<file path="src/rtl/cfg_status_pkg.sv">
// Package: bit layout and fixed values of the configuration status word.
// Assumes a 16-bit register with five write-1-to-clear flags, all in the upper byte.
package cfg_status_pkg;

    localparam int STS_W     = 16;
    localparam int NUM_FLAGS = 5;
    localparam int NUM_BYTES = STS_W / 8;

    // Value of every hardwired bit; flag positions read 0 here.
    localparam logic [STS_W-1:0] CONST_VAL  = 16'h0090;
    // Bits that are hardwired (not flags).
    localparam logic [STS_W-1:0] CONST_MASK = 16'h0EFF;

    // Flag index to bit position: 0 poisoned cpl, 1 CA cpl, 2 UR cpl, 3 SERR sent, 4 poisoned TLP.
    function automatic int flag_pos(input int idx);
        case (idx)
            0:       return 8;
            1:       return 12;
            2:       return 13;
            3:       return 14;
            default: return 15;
        endcase
    endfunction

endpackage

</file>
<file path="src/rtl/cfg_status_w1c_bit.sv">
// Module: one sticky error flag.
// The flag is set by a pulse and cleared by a write-1 strobe; a set wins over a clear in the same cycle.
// Assumes the set and clear strobes are synchronous to clk.
module cfg_status_w1c_bit (
    input  logic clk,
    input  logic rst_n,
    input  logic set_i,
    input  logic clr_i,
    output logic q_o
);

    // Flag register: reset to 0, set dominates clear.
    always_ff @(posedge clk) begin
        if (!rst_n) begin
            q_o <= 1'b0;
        end else if (set_i) begin
            q_o <= 1'b1;
        end else if (clr_i) begin
            q_o <= 1'b0;
        end
    end

    AST_SET_WINS: assert property (@(posedge clk) disable iff (!rst_n)
        set_i |=> q_o);
    AST_CLEAR_TAKES: assert property (@(posedge clk) disable iff (!rst_n)
        (clr_i && !set_i) |=> !q_o);
    AST_STICKY_HOLD: assert property (@(posedge clk) disable iff (!rst_n)
        (!set_i && !clr_i) |=> $stable(q_o));

endmodule

</file>
<file path="src/rtl/cfg_status_event_map.sv">
// Module: maps the link-logic event pulses onto the flag index order of the package.
// Gates the poisoned-completion event with the parity-error enable.
// Assumes the events are one-cycle pulses.
module cfg_status_event_map
    import cfg_status_pkg::*;
(
    input  logic                 clk,
    input  logic                 rst_n,
    input  logic                 perr_enable,
    input  logic                 evt_poisoned_tlp,
    input  logic                 evt_serr_sent,
    input  logic                 evt_ur_cpl,
    input  logic                 evt_ca_cpl,
    input  logic                 evt_poisoned_cpl,
    output logic [NUM_FLAGS-1:0] set_vec
);

    // Event routing in flag index order.
    always_comb begin
        set_vec[0] = evt_poisoned_cpl & perr_enable;
        set_vec[1] = evt_ca_cpl;
        set_vec[2] = evt_ur_cpl;
        set_vec[3] = evt_serr_sent;
        set_vec[4] = evt_poisoned_tlp;
    end

    AST_PERR_GATED: assert property (@(posedge clk) disable iff (!rst_n)
        !perr_enable |-> !set_vec[0]);

endmodule

</file>
<file path="src/rtl/cfg_status_wr_decode.sv">
// Module: turns a register write into per-flag clear strobes.
// A flag is cleared when the write hits, its byte is enabled and its data bit is 1.
// Assumes wr_hit already includes the address match.
module cfg_status_wr_decode
    import cfg_status_pkg::*;
(
    input  logic                 wr_hit,
    input  logic [NUM_BYTES-1:0] cfg_be,
    input  logic [STS_W-1:0]     cfg_wdata,
    output logic [NUM_FLAGS-1:0] clr_vec
);

    // Per-flag clear strobe from byte enable and data bit.
    for (genvar g = 0; g < NUM_FLAGS; g++) begin : g_clr
        localparam int POS = flag_pos(g);
        assign clr_vec[g] = wr_hit & cfg_be[POS/8] & cfg_wdata[POS];
    end

    // Bits of the data and byte-enable buses that no flag uses.
    logic unused_wr_bits;
    assign unused_wr_bits = ^{cfg_wdata, cfg_be};

endmodule

</file>
<file path="src/rtl/cfg_status_read_port.sv">
// Module: registered read path of the configuration status word.
// Returns the word one cycle after a read hit and 0 otherwise.
// Assumes rd_hit already includes the address match.
module cfg_status_read_port
    import cfg_status_pkg::*;
(
    input  logic             clk,
    input  logic             rst_n,
    input  logic             rd_hit,
    input  logic [STS_W-1:0] status,
    output logic [STS_W-1:0] cfg_rdata
);

    // Capture the word on a read hit, drive zero otherwise.
    always_ff @(posedge clk) begin
        if (!rst_n) begin
            cfg_rdata <= '0;
        end else if (rd_hit) begin
            cfg_rdata <= status;
        end else begin
            cfg_rdata <= '0;
        end
    end

    AST_RD_IDLE_ZERO: assert property (@(posedge clk) disable iff (!rst_n)
        !rd_hit |=> (cfg_rdata == '0));

endmodule

</file>
<file path="src/rtl/cfg_status_reg.sv">
// Module: top of the configuration status register.
// Combines the sticky flags, the hardwired bits, address decode and the registered read port.
// Assumes a word-wide access port; the offsets STS_OFFSET and STS_OFFSET+1 both select the word.
module cfg_status_reg
    import cfg_status_pkg::*;
#(
    parameter int ADDR_W     = 12,
    parameter int STS_OFFSET = 6
) (
    input  logic              clk,
    input  logic              rst_n,
    input  logic [ADDR_W-1:0] cfg_addr,
    input  logic              cfg_wr,
    input  logic              cfg_rd,
    input  logic [1:0]        cfg_be,
    input  logic [15:0]       cfg_wdata,
    output logic [15:0]       cfg_rdata,
    input  logic              perr_enable,
    input  logic              evt_poisoned_tlp,
    input  logic              evt_serr_sent,
    input  logic              evt_ur_cpl,
    input  logic              evt_ca_cpl,
    input  logic              evt_poisoned_cpl
);

    localparam logic [ADDR_W-1:0] OFFS = ADDR_W'(STS_OFFSET);

    logic                 addr_hit;
    logic                 wr_hit;
    logic                 rd_hit;
    logic [NUM_FLAGS-1:0] set_vec;
    logic [NUM_FLAGS-1:0] clr_vec;
    logic [NUM_FLAGS-1:0] flags;
    logic [STS_W-1:0]     status;
    logic                 unused_addr_lsb;

    // Word address match; the byte-select bit is ignored.
    assign addr_hit = (cfg_addr[ADDR_W-1:1] == OFFS[ADDR_W-1:1]);
    assign wr_hit   = cfg_wr & addr_hit;
    assign rd_hit   = cfg_rd & addr_hit;
    assign unused_addr_lsb = cfg_addr[0];

    cfg_status_event_map u_event_map (
        .clk              (clk),
        .rst_n            (rst_n),
        .perr_enable      (perr_enable),
        .evt_poisoned_tlp (evt_poisoned_tlp),
        .evt_serr_sent    (evt_serr_sent),
        .evt_ur_cpl       (evt_ur_cpl),
        .evt_ca_cpl       (evt_ca_cpl),
        .evt_poisoned_cpl (evt_poisoned_cpl),
        .set_vec          (set_vec)
    );

    cfg_status_wr_decode u_wr_decode (
        .wr_hit    (wr_hit),
        .cfg_be    (cfg_be),
        .cfg_wdata (cfg_wdata),
        .clr_vec   (clr_vec)
    );

    for (genvar g = 0; g < NUM_FLAGS; g++) begin : g_flag
        cfg_status_w1c_bit u_flag (
            .clk   (clk),
            .rst_n (rst_n),
            .set_i (set_vec[g]),
            .clr_i (clr_vec[g]),
            .q_o   (flags[g])
        );
    end

    // Assemble the status word from constants and flags.
    always_comb begin
        status = CONST_VAL;
        for (int i = 0; i < NUM_FLAGS; i++) begin
            status[flag_pos(i)] = flags[i];
        end
    end

    cfg_status_read_port u_read_port (
        .clk       (clk),
        .rst_n     (rst_n),
        .rd_hit    (rd_hit),
        .status    (status),
        .cfg_rdata (cfg_rdata)
    );

    AST_CONST_BITS: assert property (@(posedge clk) disable iff (!rst_n)
        rd_hit |=> ((cfg_rdata & CONST_MASK) == CONST_VAL));
    AST_UPPER_BYTE_GUARD: assert property (@(posedge clk) disable iff (!rst_n)
        (cfg_wr && !cfg_be[1] && set_vec == '0) |=> $stable(flags));
    AST_MISS_NO_CHANGE: assert property (@(posedge clk) disable iff (!rst_n)
        (!addr_hit && set_vec == '0) |=> $stable(flags));

endmodule

</file>
<file path="config.mk">
export PLATFORM = sky130hd
export DESIGN_NAME = cfg_status_reg
export DESIGN_NICKNAME = d
export VERILOG_FILES = /design/src/rtl/cfg_status_pkg.sv /design/src/rtl/cfg_status_w1c_bit.sv /design/src/rtl/cfg_status_event_map.sv /design/src/rtl/cfg_status_wr_decode.sv /design/src/rtl/cfg_status_read_port.sv /design/src/rtl/cfg_status_reg.sv
export SDC_FILE = /design/constraint.sdc
export NUM_CORES = 1
export LEC_CHECK = 0
export BUFFER_PORTS_ARGS = -buffer_cell sky130_fd_sc_hd__buf_2
export CAP_MARGIN = 40
export CELL_PAD_IN_SITES_DETAIL_PLACEMENT = 1
export CELL_PAD_IN_SITES_GLOBAL_PLACEMENT = 2
export CORE_ASPECT_RATIO = 0.9
export CORE_MARGIN = 3
export CORE_UTILIZATION = 15
export CTS_CLUSTER_DIAMETER = 80
export DETAILED_ROUTE_END_ITERATION = 16
export PLACE_DENSITY = 0.81
export SLEW_MARGIN = 20
export SYNTH_ARGS = -nofsm -noshare
export SYNTH_HDL_FRONTEND = slang
export SYNTH_SLANG_ARGS = --single-unit
</file>
<file path="constraint.sdc">
create_clock -name clk -period 1.4 [get_ports clk]
set_input_delay 0.14 -clock clk [delete_from_list [all_inputs] [get_ports clk]]
set_output_delay 0.14 -clock clk [all_outputs]
set_load 0.005 [all_outputs]
</file>
==> results of run 1 <==
==> layer usage <==
metal | up-vias | GRT usage [%] | routed length [um] | part of all wire, %
li1 | 221 | - | - | -
met1 | 213 | 5.94 | 404 | 33
met2 | 27 | 12.9 | 701 | 57
met3 | 2 | 0.940 | 112 | 9.1
met4 | 0 | 5.22 | 11 | 0.89
met5 | - | 0 | 0 | 0
==> Yosys cell counts, types with 2 or more instances <==
cell type | number | area [um2]
nor4_4 | 2 | 42.5
a31oi_1 | 4 | 25.0
buf_4 | 10 | 75.1
o21ai_0 | 4 | 20.0
and2_1 | 5 | 31.3
dfxtp_1 | 11 | 220
nand2_1 | 3 | 11.3
inv_1 | 5 | 18.8
==> worst register-to-register path, delay by kind of cell (launching register included) <==
family	cells	cell delay [ns]
AOI/OAI and AO/OA	2	0.29
DFF	1	0.33
==> stage by stage <==
stage                     hold slack [ns]  setup WS, ns  setup TNS (ns)  utilization (%)
final                              0.0596         0.147               0             22.3
after global routing               0.0512        0.0888               0             22.3
after CTS                          0.0564         0.115               0             22.3
after detailed placement            0.337        -0.151           -1.05             21.5
after global placement              0.331        -0.116          -0.677             21.5
after floorplan                     0.244         0.104               0                -
==> power groups by stage <==
stage          clock network (uW)  registers (uW)  logic (uW)
2_1_floorplan                   0             333        45.8
3_3_place_gp                    0             335        66.9
3_5_place_dp                    0             335        70.8
4_1_cts                       219             328        71.1
5_1_grt                       238             329        79.8
6_report                      212             327        70.0
==> worst paths after layout <==
check / end / startpoint / depth (start not counted) / slack [ns]
setup reg to reg: g_flag[0].u_flag.q_o / g_flag[0].u_flag.q_o / 2 / 0.68
hold reg to reg: u_read_port.cfg_rdata[12] / g_flag[1].u_flag.q_o / 1 / 0.46
hold / removal: g_flag[4].u_flag.q_o / cfg_wdata[15] / 2 / 0.06
setup / recovery: g_flag[0].u_flag.q_o / cfg_addr[4] / 4 / 0.15
==> flip-flops by register name (all words and copies together) (netlist names) <==
name                   flops
u_read_port.cfg_rdata      6
g_flag.u_flag.q_o          5
==> cell families (layout without fill, tap and decap cells) <==
group           Yosys count  in the layout
simple gates             13             13
other cells               1              9
flops                    11             11
buf+inv                  15             42
compound gates           10             10
==> area by class of cell <==
cell class	count	area [um2]	share of cell area, %
clock buffer	3	22.5	3.26
clock inverter	1	5.00	0.725
inverter	5	18.8	2.72
multi-input combinational	32	206	29.9
sequential	11	220	31.9
tap	42	52.6	7.61
timing repair buffer	33	165	23.9
==> reports/qor.csv, run 1 <==
metric,value,unit
synth-seq-cells,11,
ys_seq_area_share,44.9,%
critical_path.max_stage_delay,0.56,ns
num_vias,463,
yosysUniqueCellTypes,14,
ctsHoldBuffers,0,
nNetsFinal,126,
cts_resized,0,
grt_pass1_wl,1930,um
cap_violations,0,
detail-route-antenna-nets,0,
total_power,610,uW
post_dp_cell_area,663,um2
port_buffers,33,
grt_max_degree,8,
crit_chain,buf_2 -> or4_4 -> nor4_4 -> a311oi_1,
p_leak,0.000365,uW
fin_crit,1.25,ns
grtUsageTotal,6.55,%
globalplace.congestion,0.696,
antenna-diode-count,0,
antenna_found_initial,0,
timing.final.hold_violations,0,
synth.area.mux_share,0,%
fp.dieW,66.3,um
power.internal,465,uW
drive_above_1_share,47.1,%
ys_warn_count,0,
clock-root-buffer,clkbuf_4,
n_fill_cell,391,
switching_share,23.8,%
drt_wl_total,1230,um
status,"complete, no violations",
synth-async-reset-ratio,0,%
setup.worst_path.class,primary input to register,
postSynthCellCount,50,
slew_violations,0,
fp-row-count,19,
avgSynthCellArea,9.81,um2
clk_path_buf_depth,2,
clk_latency,0.27,ns
cts.sinks,11,
irDropWorstVdd,0.251,mV
synth_edf_count,0,
synth_xor_area_share,0,%
yosys.area_share.adder,0,%
place_hpwl,1150,um
finalSetupViolCount,0,
synth-compound-area-share,12.0,%
core_area,3090,um2
powerDensity,883,nW/um2
final_cell_mix,"buf_2, dfxtp_1, conb_1, inv_1, and2_1",
hold_class,primary input to register,
area_delta_synth_final,40.8,%
comb_power_share,11.5,%
fin_area,691,um2
critPathTopFamily,simple AND/OR/NAND/NOR gates,
rsz0062_at_grt,no,
vias_per_cell,3.65,
power_switching,145,uW
fmax,0.798,GHz
synth_area,490,um2
fin_skew,0.000162,ns
grt_overflow,0,
instances_no_fill,127,
cts_max_level,1,
grt_pass1_vias,484,
drt_iter0_drc,3,
path_clk_slew,0.07,ns
yosys.area_share.simple,23.2,%
power_frac_seq,53.7,%
start_kind,primary input,
crit_path_top_delay_cell,or4_4,
cts_made_buffers,3,
cp.arrival,1.39,ns
required,1.53,ns
cts_setup_buffers,0,
cts_tree,yes,
post-route-period-util,89.5,%
clkPwrFrac,34.8,%
ios,56,
mostFrequentLayoutCell,buf_2,
start_util,15.9,%
synthFlopType,dfxtp_1,
path_max_fanout,5,
wl_per_cell,9.69,um
dp_cells,123,
synth_top_family_by_area,simple AND/OR/NAND/NOR gates,
endpoint_kind,register,
dieArea,3990,um2
die_h,60.3,um
dr.pass1.iters,2,
drc,0,
cp.buffers_inverters,1,
Power figures use the tool's default switching activity.
==> inputs of run 2 (changes only) <==
- CELL_PAD_IN_SITES_DETAIL_PLACEMENT: 1 -> 0
- CELL_PAD_IN_SITES_GLOBAL_PLACEMENT: 2 -> 1
- CORE_UTILIZATION: 15 -> 20
==> run 2 against run 1 <==
  * Flip-flop and latch count stayed put
  * Clock power fell by 5%
  * Die area decreased by 23%
  * Sequential share of layout area up 0.95 points
  * Cell count shrank 12%
  * Total power is 2.2% lower
  * Largest cell class unchanged
  * Largest power group unchanged
==> reports/qor.csv, run 2 (same netlist as run 1, synthesis figures left out) <==
metric,value,unit,change
status,"complete, no violations",,unchanged
globalplace.congestion,0.733,,was 0.696
path_max_fanout,5,,unchanged
die_h,53.0,um,was 60.3 um
hold_ws,0.0660,ns,was 0.0596 ns
slew_violations,0,,unchanged
fin_area,671,um2,was 691 um2
cts_resized,0,,unchanged
fin_skew,0.000233,ns,was 0.000162 ns
num_vias,451,,was 463
setup.worst_path.class,primary input to register,,unchanged
mostFrequentLayoutCell,buf_2,,unchanged
critical_path.max_stage_delay,0.56,ns,about the same
area_delta_synth_final,36.7,%,was 40.8%
cts_setup_buffers,0,,unchanged
grt_overflow,0,,unchanged
post_dp_cell_area,644,um2,was 663 um2
grt_max_degree,7,,was 8
path_clk_slew,0.06,ns,was 0.07 ns
cp.buffers_inverters,1,,unchanged
clock-root-buffer,clkbuf_4,,unchanged
core_area,2260,um2,was 3090 um2
drt_iter0_drc,2,,was 3
critPathTopFamily,simple AND/OR/NAND/NOR gates,,unchanged
drc,0,,unchanged
antenna_found_initial,0,,unchanged
cts.sinks,11,,unchanged
finalSetupViolCount,0,,unchanged
final_cell_mix,"buf_2, dfxtp_1, conb_1, inv_1, and2_1",,unchanged
powerDensity,889,nW/um2,was 883 nW/um2
drt_wl_total,978,um,was 1230 um
cts_made_buffers,3,,unchanged
detail-route-antenna-nets,0,,unchanged
crit_chain,buf_2 -> or4_4 -> nor4_4 -> a311oi_1,,unchanged
grt_pass1_vias,391,,was 484
rsz0062_at_grt,no,,unchanged
start_kind,primary input,,unchanged
place_hpwl,905,um,was 1150 um
port_buffers,33,,unchanged
cts_tree,yes,,unchanged
fmax,0.816,GHz,was 0.798 GHz
clk_latency,0.26,ns,was 0.27 ns
largestRegisters,"u_read_port.cfg_rdata (6), g_flag.u_flag.q_o (5)",,unchanged
drive_above_1_share,45.9,%,was 47.1%
cp.arrival,1.35,ns,was 1.39 ns
dr.pass1.iters,2,,unchanged
grtUsageTotal,6.85,%,was 6.55%
ios,56,,unchanged
timing.final.hold_violations,0,,unchanged
cts_max_level,1,,unchanged
wl_per_cell,8.73,um,was 9.69 um
setup_tns,0,ns,unchanged
dieArea,3080,um2,was 3990 um2
antenna-diode-count,0,,unchanged
grt_pass1_wl,1560,um,was 1930 um
start_util,21.7,%,was 15.9%
irDropWorstVdd,0.337,mV,was 0.251 mV
clk_path_buf_depth,2,,unchanged
postLayoutCoreUtil,29.6,%,was 22.3%
total_power,596,uW,was 610 uW
endpoint_kind,register,,unchanged
hold_class,primary input to register,,unchanged
cap_violations,0,,unchanged
ctsHoldBuffers,0,,unchanged
largest_register_ffs,6,,unchanged
required,1.52,ns,was 1.53 ns
fin_crit,1.23,ns,was 1.25 ns
nNetsFinal,126,,unchanged
fp-row-count,16,,was 19
p_leak,0.000362,uW,was 0.000365 uW
crit_path_top_delay_cell,or4_4,,unchanged
vias_per_cell,4.03,,was 3.65
regMostFlops,u_read_port.cfg_rdata,,unchanged
fp.dieW,58.2,um,was 66.3 um
post-route-period-util,87.6,%,was 89.5%
run 2: cell types whose count changed in the layout (fill, tap and decap cells not counted), sizes merged:
cell and change:
clkinv -1, clkbuf +1
run 2: per-layer routing:
metal	vias to the layer above	wire (um)	GRT usage, %
li1	222	-	-
met5	-	0	0
met4	0	0	5.79
met1	204	298	6.80
met2	25	528	12.0
met3	0	151	1.71
run 2: where the power goes:
| group | internal [uW] | switching [uW] |
|---|---|---|
| clock | 110 | 90.8 |
| sequential | 323 | 4.40 |
| combinational | 36.1 | 31.9 |
run 2: worst reg2reg max path, stage by stage (launching register included):
cell and delay [ns]:
dfxtp_1 0.33, a21oi_1 0.04, a311oi_1 0.24
run 2: area by class of cell:
type                    instances  area (um2)
clock buffers                   4        26.3
fillers                       266        1590
inverters                       5        18.8
multi-input cells              32         206
flip-flops and latches         11         220
well taps                      27        33.8
repair buffers                 33         165
run 2: metrics by stage:
stage | setup slack (ns) | std cells
6_report | 0.174 | 112
5_1_grt | 0.142 | 112
4_1_cts | 0.166 | 112
3_5_place_dp | -0.115 | 108
3_3_place_gp | -0.0985 | 108
2_1_floorplan | 0.104 | 58
run 2: final timing paths:
check | cells past startpoint | endpoint | slack (ns) | startpoint
setup / recovery | 4 | g_flag[0].u_flag.q_o | 0.17 | cfg_addr[4]
hold / removal | 2 | g_flag[4].u_flag.q_o | 0.07 | cfg_wdata[15]
setup reg to reg | 2 | g_flag[0].u_flag.q_o | 0.70 | g_flag[0].u_flag.q_o
hold reg to reg | 1 | u_read_port.cfg_rdata[15] | 0.46 | g_flag[4].u_flag.q_o
